File: src/rtl/modcnt_pkg.sv
package modcnt_pkg;

   // rate select field width and the prescaler it implies
   localparam int SEL_W = 3;
   localparam int NRATE = 1 << SEL_W;
   localparam int PRE_W = NRATE - 2;

   // control/status bit positions (software visible)
   localparam int BIT_IE     = 7;
   localparam int BIT_FLAG   = 6;
   localparam int BIT_PRESET = 3;
   localparam int CTL_W      = 8;

   typedef logic [SEL_W-1:0] rate_sel_t;

   typedef struct packed {
      logic      ie;
      rate_sel_t sel;
   } ctl_t;

   function automatic logic [CTL_W-1:0] ctl_view(input ctl_t c, input logic flag);
      logic [CTL_W-1:0] v;
      v                = '0;
      v[BIT_IE]        = c.ie;
      v[BIT_FLAG]      = flag;
      v[SEL_W-1:0]     = c.sel;
      return v;
   endfunction

endpackage

File: src/rtl/modcnt_prescaler.sv
module modcnt_prescaler
   import modcnt_pkg::*;
(
   input  logic      clk,
   input  logic      rst_n,
   input  rate_sel_t sel,
   output logic      tick
);

   logic [PRE_W-1:0] pcnt_q;
   logic [NRATE-1:0] hit;

   // prescaler is held at zero while stopped so the first period is exact
   always_ff @(posedge clk or negedge rst_n) begin
      if (!rst_n)
         pcnt_q <= '0;
      else if (sel == '0)
         pcnt_q <= '0;
      else
         pcnt_q <= pcnt_q + 1'b1;
   end

   assign hit[0] = 1'b0;

   // one match term per divide ratio: rate k ticks every 2^(k-1) cycles
   for (genvar k = 1; k < NRATE; k++) begin : g_rate
      if (k == 1) begin : g_div1
         assign hit[k] = 1'b1;
      end else begin : g_divn
         assign hit[k] = &pcnt_q[k-2:0];
      end
   end

   assign tick = hit[sel];

endmodule

File: src/rtl/modcnt_core.sv
module modcnt_core #(
   parameter int CNT_W = 8
) (
   input  logic             clk,
   input  logic             rst_n,
   input  logic             tick,
   input  logic             preset,
   input  logic             clr,
   input  logic [CNT_W-1:0] modulus,
   output logic [CNT_W-1:0] cnt,
   output logic             flag,
   output logic             uf
);

   logic [CNT_W-1:0] cnt_q;
   logic             flag_q;

   // underflow: a tick that finds the counter at 1 or 0
   assign uf = tick && !preset && (cnt_q <= CNT_W'(1));

   always_ff @(posedge clk or negedge rst_n) begin
      if (!rst_n)
         cnt_q <= '0;
      else if (preset)
         cnt_q <= modulus;
      else if (uf)
         cnt_q <= modulus;
      else if (tick)
         cnt_q <= cnt_q - 1'b1;
   end

   // setting outranks a simultaneous clear
   always_ff @(posedge clk or negedge rst_n) begin
      if (!rst_n)
         flag_q <= 1'b0;
      else if (uf)
         flag_q <= 1'b1;
      else if (clr)
         flag_q <= 1'b0;
   end

   assign cnt  = cnt_q;
   assign flag = flag_q;

endmodule

File: src/rtl/modcnt_regs.sv
module modcnt_regs
   import modcnt_pkg::*;
#(
   parameter int CNT_W    = 8,
   parameter int ADDR_W   = 1,
   parameter int MOD_ADDR = 0,
   parameter int CTL_ADDR = 1
) (
   input  logic              clk,
   input  logic              rst_n,
   input  logic [ADDR_W-1:0] bus_addr,
   input  logic [CNT_W-1:0]  bus_wdata,
   input  logic              bus_wr,
   input  logic              bus_rd,
   input  logic              flag,
   output logic [CNT_W-1:0]  bus_rdata,
   output logic [CNT_W-1:0]  mod_q,
   output ctl_t              ctl_q,
   output logic              preset_p,
   output logic              clr_p
);

   logic wr_mod, wr_ctl, sel_mod, sel_ctl;

   assign sel_mod  = (bus_addr == ADDR_W'(MOD_ADDR));
   assign sel_ctl  = (bus_addr == ADDR_W'(CTL_ADDR));
   assign wr_mod   = bus_wr && sel_mod;
   assign wr_ctl   = bus_wr && sel_ctl;
   assign preset_p = wr_ctl && bus_wdata[BIT_PRESET];
   assign clr_p    = wr_ctl && bus_wdata[BIT_FLAG];

   // modulus has no reset value
   always_ff @(posedge clk) begin
      if (wr_mod)
         mod_q <= bus_wdata;
   end

   always_ff @(posedge clk or negedge rst_n) begin
      if (!rst_n) begin
         ctl_q <= '0;
      end else if (wr_ctl) begin
         ctl_q.ie  <= bus_wdata[BIT_IE];
         ctl_q.sel <= bus_wdata[SEL_W-1:0];
      end
   end

   always_ff @(posedge clk or negedge rst_n) begin
      if (!rst_n)
         bus_rdata <= '0;
      else if (bus_rd) begin
         if (sel_mod)
            bus_rdata <= mod_q;
         else if (sel_ctl)
            bus_rdata <= CNT_W'(ctl_view(ctl_q, flag));
         else
            bus_rdata <= '0;
      end
   end

endmodule

File: src/rtl/modcnt_timer.sv
module modcnt_timer
   import modcnt_pkg::*;
#(
   parameter int CNT_W    = 8,
   parameter int ADDR_W   = 1,
   parameter int MOD_ADDR = 0,
   parameter int CTL_ADDR = 1
) (
   input  logic              clk,
   input  logic              rst_n,
   input  logic [ADDR_W-1:0] bus_addr,
   input  logic [CNT_W-1:0]  bus_wdata,
   input  logic              bus_wr,
   input  logic              bus_rd,
   output logic [CNT_W-1:0]  bus_rdata,
   output logic              irq
);

   initial begin
      assert (CNT_W >= CTL_W) else $error("CNT_W must hold the control byte");
      assert (MOD_ADDR != CTL_ADDR) else $error("register addresses collide");
      assert (CTL_ADDR < (1 << ADDR_W) && MOD_ADDR < (1 << ADDR_W))
         else $error("register address out of range");
   end

   logic [CNT_W-1:0] mod_q;
   logic [CNT_W-1:0] cnt_q;
   ctl_t             ctl_q;
   logic             preset_p, clr_p, tick, uf, flag_q;

   modcnt_regs #(
      .CNT_W(CNT_W), .ADDR_W(ADDR_W), .MOD_ADDR(MOD_ADDR), .CTL_ADDR(CTL_ADDR)
   ) u_regs (
      .clk       (clk),
      .rst_n     (rst_n),
      .bus_addr  (bus_addr),
      .bus_wdata (bus_wdata),
      .bus_wr    (bus_wr),
      .bus_rd    (bus_rd),
      .flag      (flag_q),
      .bus_rdata (bus_rdata),
      .mod_q     (mod_q),
      .ctl_q     (ctl_q),
      .preset_p  (preset_p),
      .clr_p     (clr_p)
   );

   modcnt_prescaler u_pre (
      .clk   (clk),
      .rst_n (rst_n),
      .sel   (ctl_q.sel),
      .tick  (tick)
   );

   modcnt_core #(.CNT_W(CNT_W)) u_core (
      .clk     (clk),
      .rst_n   (rst_n),
      .tick    (tick),
      .preset  (preset_p),
      .clr     (clr_p),
      .modulus (mod_q),
      .cnt     (cnt_q),
      .flag    (flag_q),
      .uf      (uf)
   );

   assign irq = ctl_q.ie && flag_q;

endmodule

File: config.mk
export PLATFORM = sky130hd
export DESIGN_NAME = modcnt_timer
export DESIGN_NICKNAME = d
export VERILOG_FILES = /design/src/rtl/modcnt_pkg.sv /design/src/rtl/modcnt_prescaler.sv /design/src/rtl/modcnt_core.sv /design/src/rtl/modcnt_regs.sv /design/src/rtl/modcnt_timer.sv
export SDC_FILE = /design/constraint.sdc
export NUM_CORES = 1
export LEC_CHECK = 0
export ABC_AREA = 1
export BUFFER_PORTS_ARGS = -buffer_cell sky130_fd_sc_hd__buf_2
export CELL_PAD_IN_SITES_DETAIL_PLACEMENT = 1
export CELL_PAD_IN_SITES_GLOBAL_PLACEMENT = 2
export CORE_MARGIN = 4
export CORE_UTILIZATION = 34
export CTS_CLUSTER_SIZE = 40
export DETAILED_ROUTE_END_ITERATION = 8
export PLACE_DENSITY_LB_ADDON = 0.1
export SLEW_MARGIN = 0
export SYNTH_ARGS = -nofsm -noshare
export SYNTH_HDL_FRONTEND = slang
export SYNTH_SLANG_ARGS = --single-unit
export TNS_END_PERCENT = 100
File: constraint.sdc
create_clock -name clk -period 1.8 [get_ports clk]
set_input_delay 0 -clock clk [delete_from_list [all_inputs] [get_ports clk]]
set_output_delay 0 -clock clk [all_outputs]
set_load 0.005 [all_outputs]
* Word-level counts from Yosys, hierarchy flattened *
Index checks and enable logic that the tools add are counted.

storage, ports and cells
  memory bits (read-only) = 0
  memories kept = 0
  output and inout bits = 9
  bits in latches = 0
  bits of input ports = 13
  logic and storage cells = 37
  bits in writable memories = 0
  bits in registers = 35

cells by class
  multiply operators = 0
  $lt $le $gt $ge = 2
  bitwise operators = 1
  reduce and logical (&&, ||, !) cells = 16
  divide/modulo/power cells = 0
  eq/ne operators = 0
  add/sub/neg operators = 2
  shifts and indexed selects = 0
  mux-type cells = 9

operators by type and width
  operator                                                                          number
  8-bit 2-to-1 mux                                                                  4
  8-bit by 1-bit less-or-equal comparator with 1-bit output, second input constant  1
  8-bit by 1-bit subtractor with 8-bit output, second input constant                1
  1-bit logical AND                                                                 7
  6-bit by 1-bit adder with 6-bit output, second input constant                     1
  6-bit 2-to-1 mux                                                                  1
  6-bit AND reduction                                                               1
  5-bit AND reduction                                                               1
  3-bit by 4-bit < comparator with 1-bit output, second input constant              1
  4-bit AND reduction                                                               1
  1-bit binary-select mux with 3-bit select                                         1
  3-bit zero test                                                                   1
  1-bit 2-to-1 mux                                                                  3
  3-bit AND reduction                                                               1
  3-bit nonzero test                                                                1
  2-bit AND reduction                                                               1
  2-bit nonzero test                                                                1
  1-bit zero test                                                                   1
  1-bit NOT                                                                         1

* Logic depth before layout (Yosys ltp) *
  depth in word-level cells = 7
  mapped depth = 13
  gate-level depth less buffers = 13

* Cells and area by module *
From an unflattened synthesis, not the netlist that was laid out.

unflattened totals
  cells, all modules = 256
  area, all modules = 1,935.6 um^2

by module, submodules not included
  module            instances  seq. area each (um^2)  cells each  area an instance (um^2)
  modcnt_regs       1          540.5                  83          808.3
  modcnt_core       1          225.2                  121         764.5
  modcnt_prescaler  1          150.1                  50          355.3
  modcnt_timer      1          0.0                    2           7.5

* Worst setup path before layout *
Ideal clock, no wire load.

  path kind = reg-to-reg
  from = reg u_pre.pcnt_q[0]
  to = reg u_core.cnt_q[0], in the netlist u_core.cnt[0]
  setup time = 0.118 ns
  data required time = 1.682 ns
  cell stages (with the launch flop) = 13
  path slack = 0.238 ns
  buffers on the path = 0
  clock period less this slack = 1.562 ns
  arrival time = 1.444 ns
  cell sequence = dfrtp_1 -> ha_1 -> ha_1 -> nor2_1 -> nor2_1 -> nand2_1 -> nand2_1 -> nand2_1 -> nand2_2 -> nand2_4 -> nand3_1 -> nand3_1 -> nand2_1

on the way
  word-level cells in the longest chain between the ends = 7
  elaborated cells on any way between the ends = 12
  those cells by class = mux (4); reduce/logical (8)

ends and longest elaborated chain
  item                                               RTL line                RTL
  start: declaration                                 modcnt_prescaler.sv:10  logic [PRE_W-1:0] pcnt_q;
  start signal: assignment                           modcnt_prescaler.sv:20  pcnt_q <= pcnt_q + 1'b1;
  6-bit AND reduction, or another cell as far along  modcnt_prescaler.sv:30  assign hit[k] = &pcnt_q[k-2:0];
  1-bit binary-select mux with 3-bit select (*)      modcnt_prescaler.sv:34  assign tick = hit[sel];
  1-bit 2-to-1 mux (not written as such) (*)         modcnt_prescaler.sv:34
  1-bit logical AND (2 in a row)                     modcnt_core.sv:19       assign uf = tick && !preset && (cnt_q <= CNT_W'(1));
  8-bit 2-to-1 mux                                   modcnt_core.sv:26       else if (uf)
  8-bit 2-to-1 mux                                   modcnt_core.sv:24       else if (preset)
  end signal: assignment                             modcnt_core.sv:25       cnt_q <= modulus;
  end signal: assignment                             modcnt_core.sv:27       cnt_q <= modulus;
  end signal: assignment                             modcnt_core.sv:29       cnt_q <= cnt_q - 1'b1;
  end: declaration                                   modcnt_core.sv:15       logic [CNT_W-1:0] cnt_q;

Every way passes the cells marked *; elsewhere a longest branch is shown, timed or not. The select of a mux whose other input is x is not followed.
A chain may end at the register's enable or synchronous reset.

* Worst setup path after layout *
  from = reg u_pre.pcnt_q[0]
  to = reg u_core.cnt_q[2], in the netlist u_core.cnt[2]

Same word-level chain as after synthesis.

==> flow_summary.toml <==
[status]
status = "completed"

[setup_path]
criticalPathCategory = "reg2reg"
critPathMaxStageDelay_ns = 0.42
critPathMaxFanout = 8
worstPathCellList = "ha_4 -> nand3_1 -> nor2_2 -> nand2_1 -> nand2_1 -> nand2_2 -> nand2_4 -> nand2_8 -> nand2_8 -> nand2_1 -> nand3_1 -> nand2_1"
slowest_stage = "dfrtp_1"
rrSetupSlack_ns = 0.08
crit_top_cell = "nand2_1"
cp-start-kind = "flop"
cp_num_buf_inv = 0
critical_path.top_delay_family = "simple AND/OR/NAND/NOR gates"
required_ns = 1.97
arrival_ns = 1.89
critPathCaptureType = "flop"

[sta]
finalMaxSlewViolations = 0
setup_viol = 0
max_freq_mhz = 582
maxSlewHeadroom_pct = 56.9
final.setup_skew_ns = 0.00567
post-route-min-period_ns = 1.72
holdWs_ns = 0.0380
tightest_slew_ns = 0.647
final-hold-violation-count = 0
fin_crit_sh_pct = 95.5
rsz0062_at_grt = "yes"
finalSetupTns_ns = 0

[power_and_ir_drop]
p_per_area_nw_per_um2 = 1220
p_leak_nw = 1.10
irDropWorstVdd_v = 0.000488
total_power_mw = 2.72

[clocking]
cts-buffers-inserted = 5
insertion_delay_ns = 0.28
cts.sinks = 35
cts_tree = "done"
h-tree-depth = 2
cts-root-buf = "clkbuf_8"
ctsLongestPathBuffers = 2
path_clk_slew_ns = 0.06

[logic_synthesis]
synth-seq-area-share_pct = 52.0
ys.warnings.count = 0
synth_area_um2 = 1760
synthesis.nets = 224
synthCells = 207
synth_cell_types = 27
syn_avg_cell_area_um2 = 8.50
synth-seq-cells = 35

[grt]
grt_max_degree = 28
grt_use_total_pct = 14.8
grt_pass1_wl_um = 7200
grt_pass1_vias = 1531
grt_overflow = 0
grt_antenna_before_repair = 0

[die]
dieArea_um2 = 6390
io_pins = 22
fp.dieH_um = 80.0
num_rows = 25
die_x_um = 80.0
start_util_pct = 36.1
core_um2 = 4880

[route]
drc_errors = 0
routed_wl_um = 4430
via_per_inst = 4.75
vias = 1483
route.antenna.remaining_nets = 0
dr.pass1.iters = 4
drt_iter0_drc = 39
wl_per_cell_um = 14.2

[place]
numPortBuffers = 21
hpwl_um = 3280
gp_congestion = 0.809
place_area_um2 = 1930

[layout]
drive_gt1_share_pct = 23.7
fin_nets = 261
area_delta_synth_final_pct = 26.9
layout_common_cells = "nand2_1 (49), inv_1 (29), dfrtp_1 (27)"
design_area_um2 = 2230
post-route-util_pct = 45.8
layout_commonest_cell = "nand2_1"
n_antenna_cell = 0

[hold_path]
min_path_type = "in2reg"

[job]
max_cap_violations = 0
==> tightest hold or removal path: cells and delay by family <==
| family | cells | cell delay (ns) |
|---|---|---|
| buffers and inverters | 1 | 0.11 |
| AND/OR/NAND/NOR | 3 | 0.17 |
==> through the flow <==
step	cells	setup WS (ns)
floorplan	207	0.238
global placement	293	0.0807
detailed placement	293	0.0123
CTS	311	0.0349
global route	312	-0.0706
finish	312	0.0812
==> area by class of cell <==
type / instances / area [µm²]
well taps: 67 / 83.8
repair buffers: 32 / 210
fillers: 614 / 2650
clock buffers: 6 / 72.6
flip-flops and latches: 35 / 916
clock inverters: 2 / 8.76
inverters: 32 / 125
multi-input cells: 138 / 817
==> synth_stat cells (all sizes together) <==
cell type	count	area, µm²
a21oi	2	10.0
a31oi	5	31.3
buf	2	22.5
clkbuf	1	3.75
dfrtp	27	676
edfxtp	8	240
ha	4	50.1
inv	32	123
nand2	62	260
nand3	22	115
nand4	1	6.26
nor2	23	91.3
nor3	2	10.0
nor3b	2	15.0
nor4	1	6.26
o211ai	1	12.5
o21ai	2	10.0
o22ai	3	18.8
or2	1	6.26
xnor2	2	17.5
xor2	4	35.0
==> registers in the layout, indices dropped and copies added, names as in the netlist <==
| name | cells |
|---|---|
| u_regs.mod_q | 8 |
| u_core.flag | 1 |
| u_regs.bus_rdata | 8 |
| u_pre.pcnt_q | 6 |
| u_regs.ctl_q | 4 |
| u_core.cnt | 8 |
==> where the power goes <==
part	switching [mW]	internal, mW	leakage [nW]
combinational	0.606	0.418	0.642
clock	0.265	0.266	0.0426
sequential	0.174	0.995	0.412
total	1.05	1.68	1.10
==> cell families (layout without fill, tap and decap cells) <==
family,after synthesis,after routing,synth area share [%]
AND/OR/NAND/NOR,114,115,29.0
flip-flops,35,35,52.0
buffers and inverters,35,72,8.46
AO/OA/AOI/OAI,13,13,4.69
XOR/XNOR,6,6,2.99
adder cells (fa/ha/maj),4,4,2.84
==> final timing paths <==
check / to / from / cells past startpoint
max in group asynchronous: u_regs.bus_rdata[0] / rst_n / 2
worst max register to register: u_core.cnt[2] / u_pre.pcnt_q[0] / 12
min in group asynchronous: u_regs.bus_rdata[3] / rst_n / 2
worst min register to register: u_core.cnt[7] / u_core.cnt[7] / 2
worst min-delay path: u_regs.ctl_q[3] / bus_wr / 4
worst max-delay path: u_core.cnt[2] / u_pre.pcnt_q[0] / 12
==> metal layers <==
metal	vias to the layer above	share of wire, %	routed length, µm	track usage, %
met4	0	1.5	66	4.22
li1	734	-	-	-
met1	718	40	1790	17.7
met2	24	54	2390	25.9
met3	7	4.2	186	4.06
met5	-	0	0	0
==> repair_timing <==
item / CTS / global route
hold endpoints to repair: 40 / 0
hold buffers: 9 / 0
setup buffers: 1 / 0
gates resized for setup: 1 / 25
gates cloned: 0 / 1
setup endpoints to repair: 1 / 8
pin swaps: 1 / 9
Power figures use the tool's default switching activity.
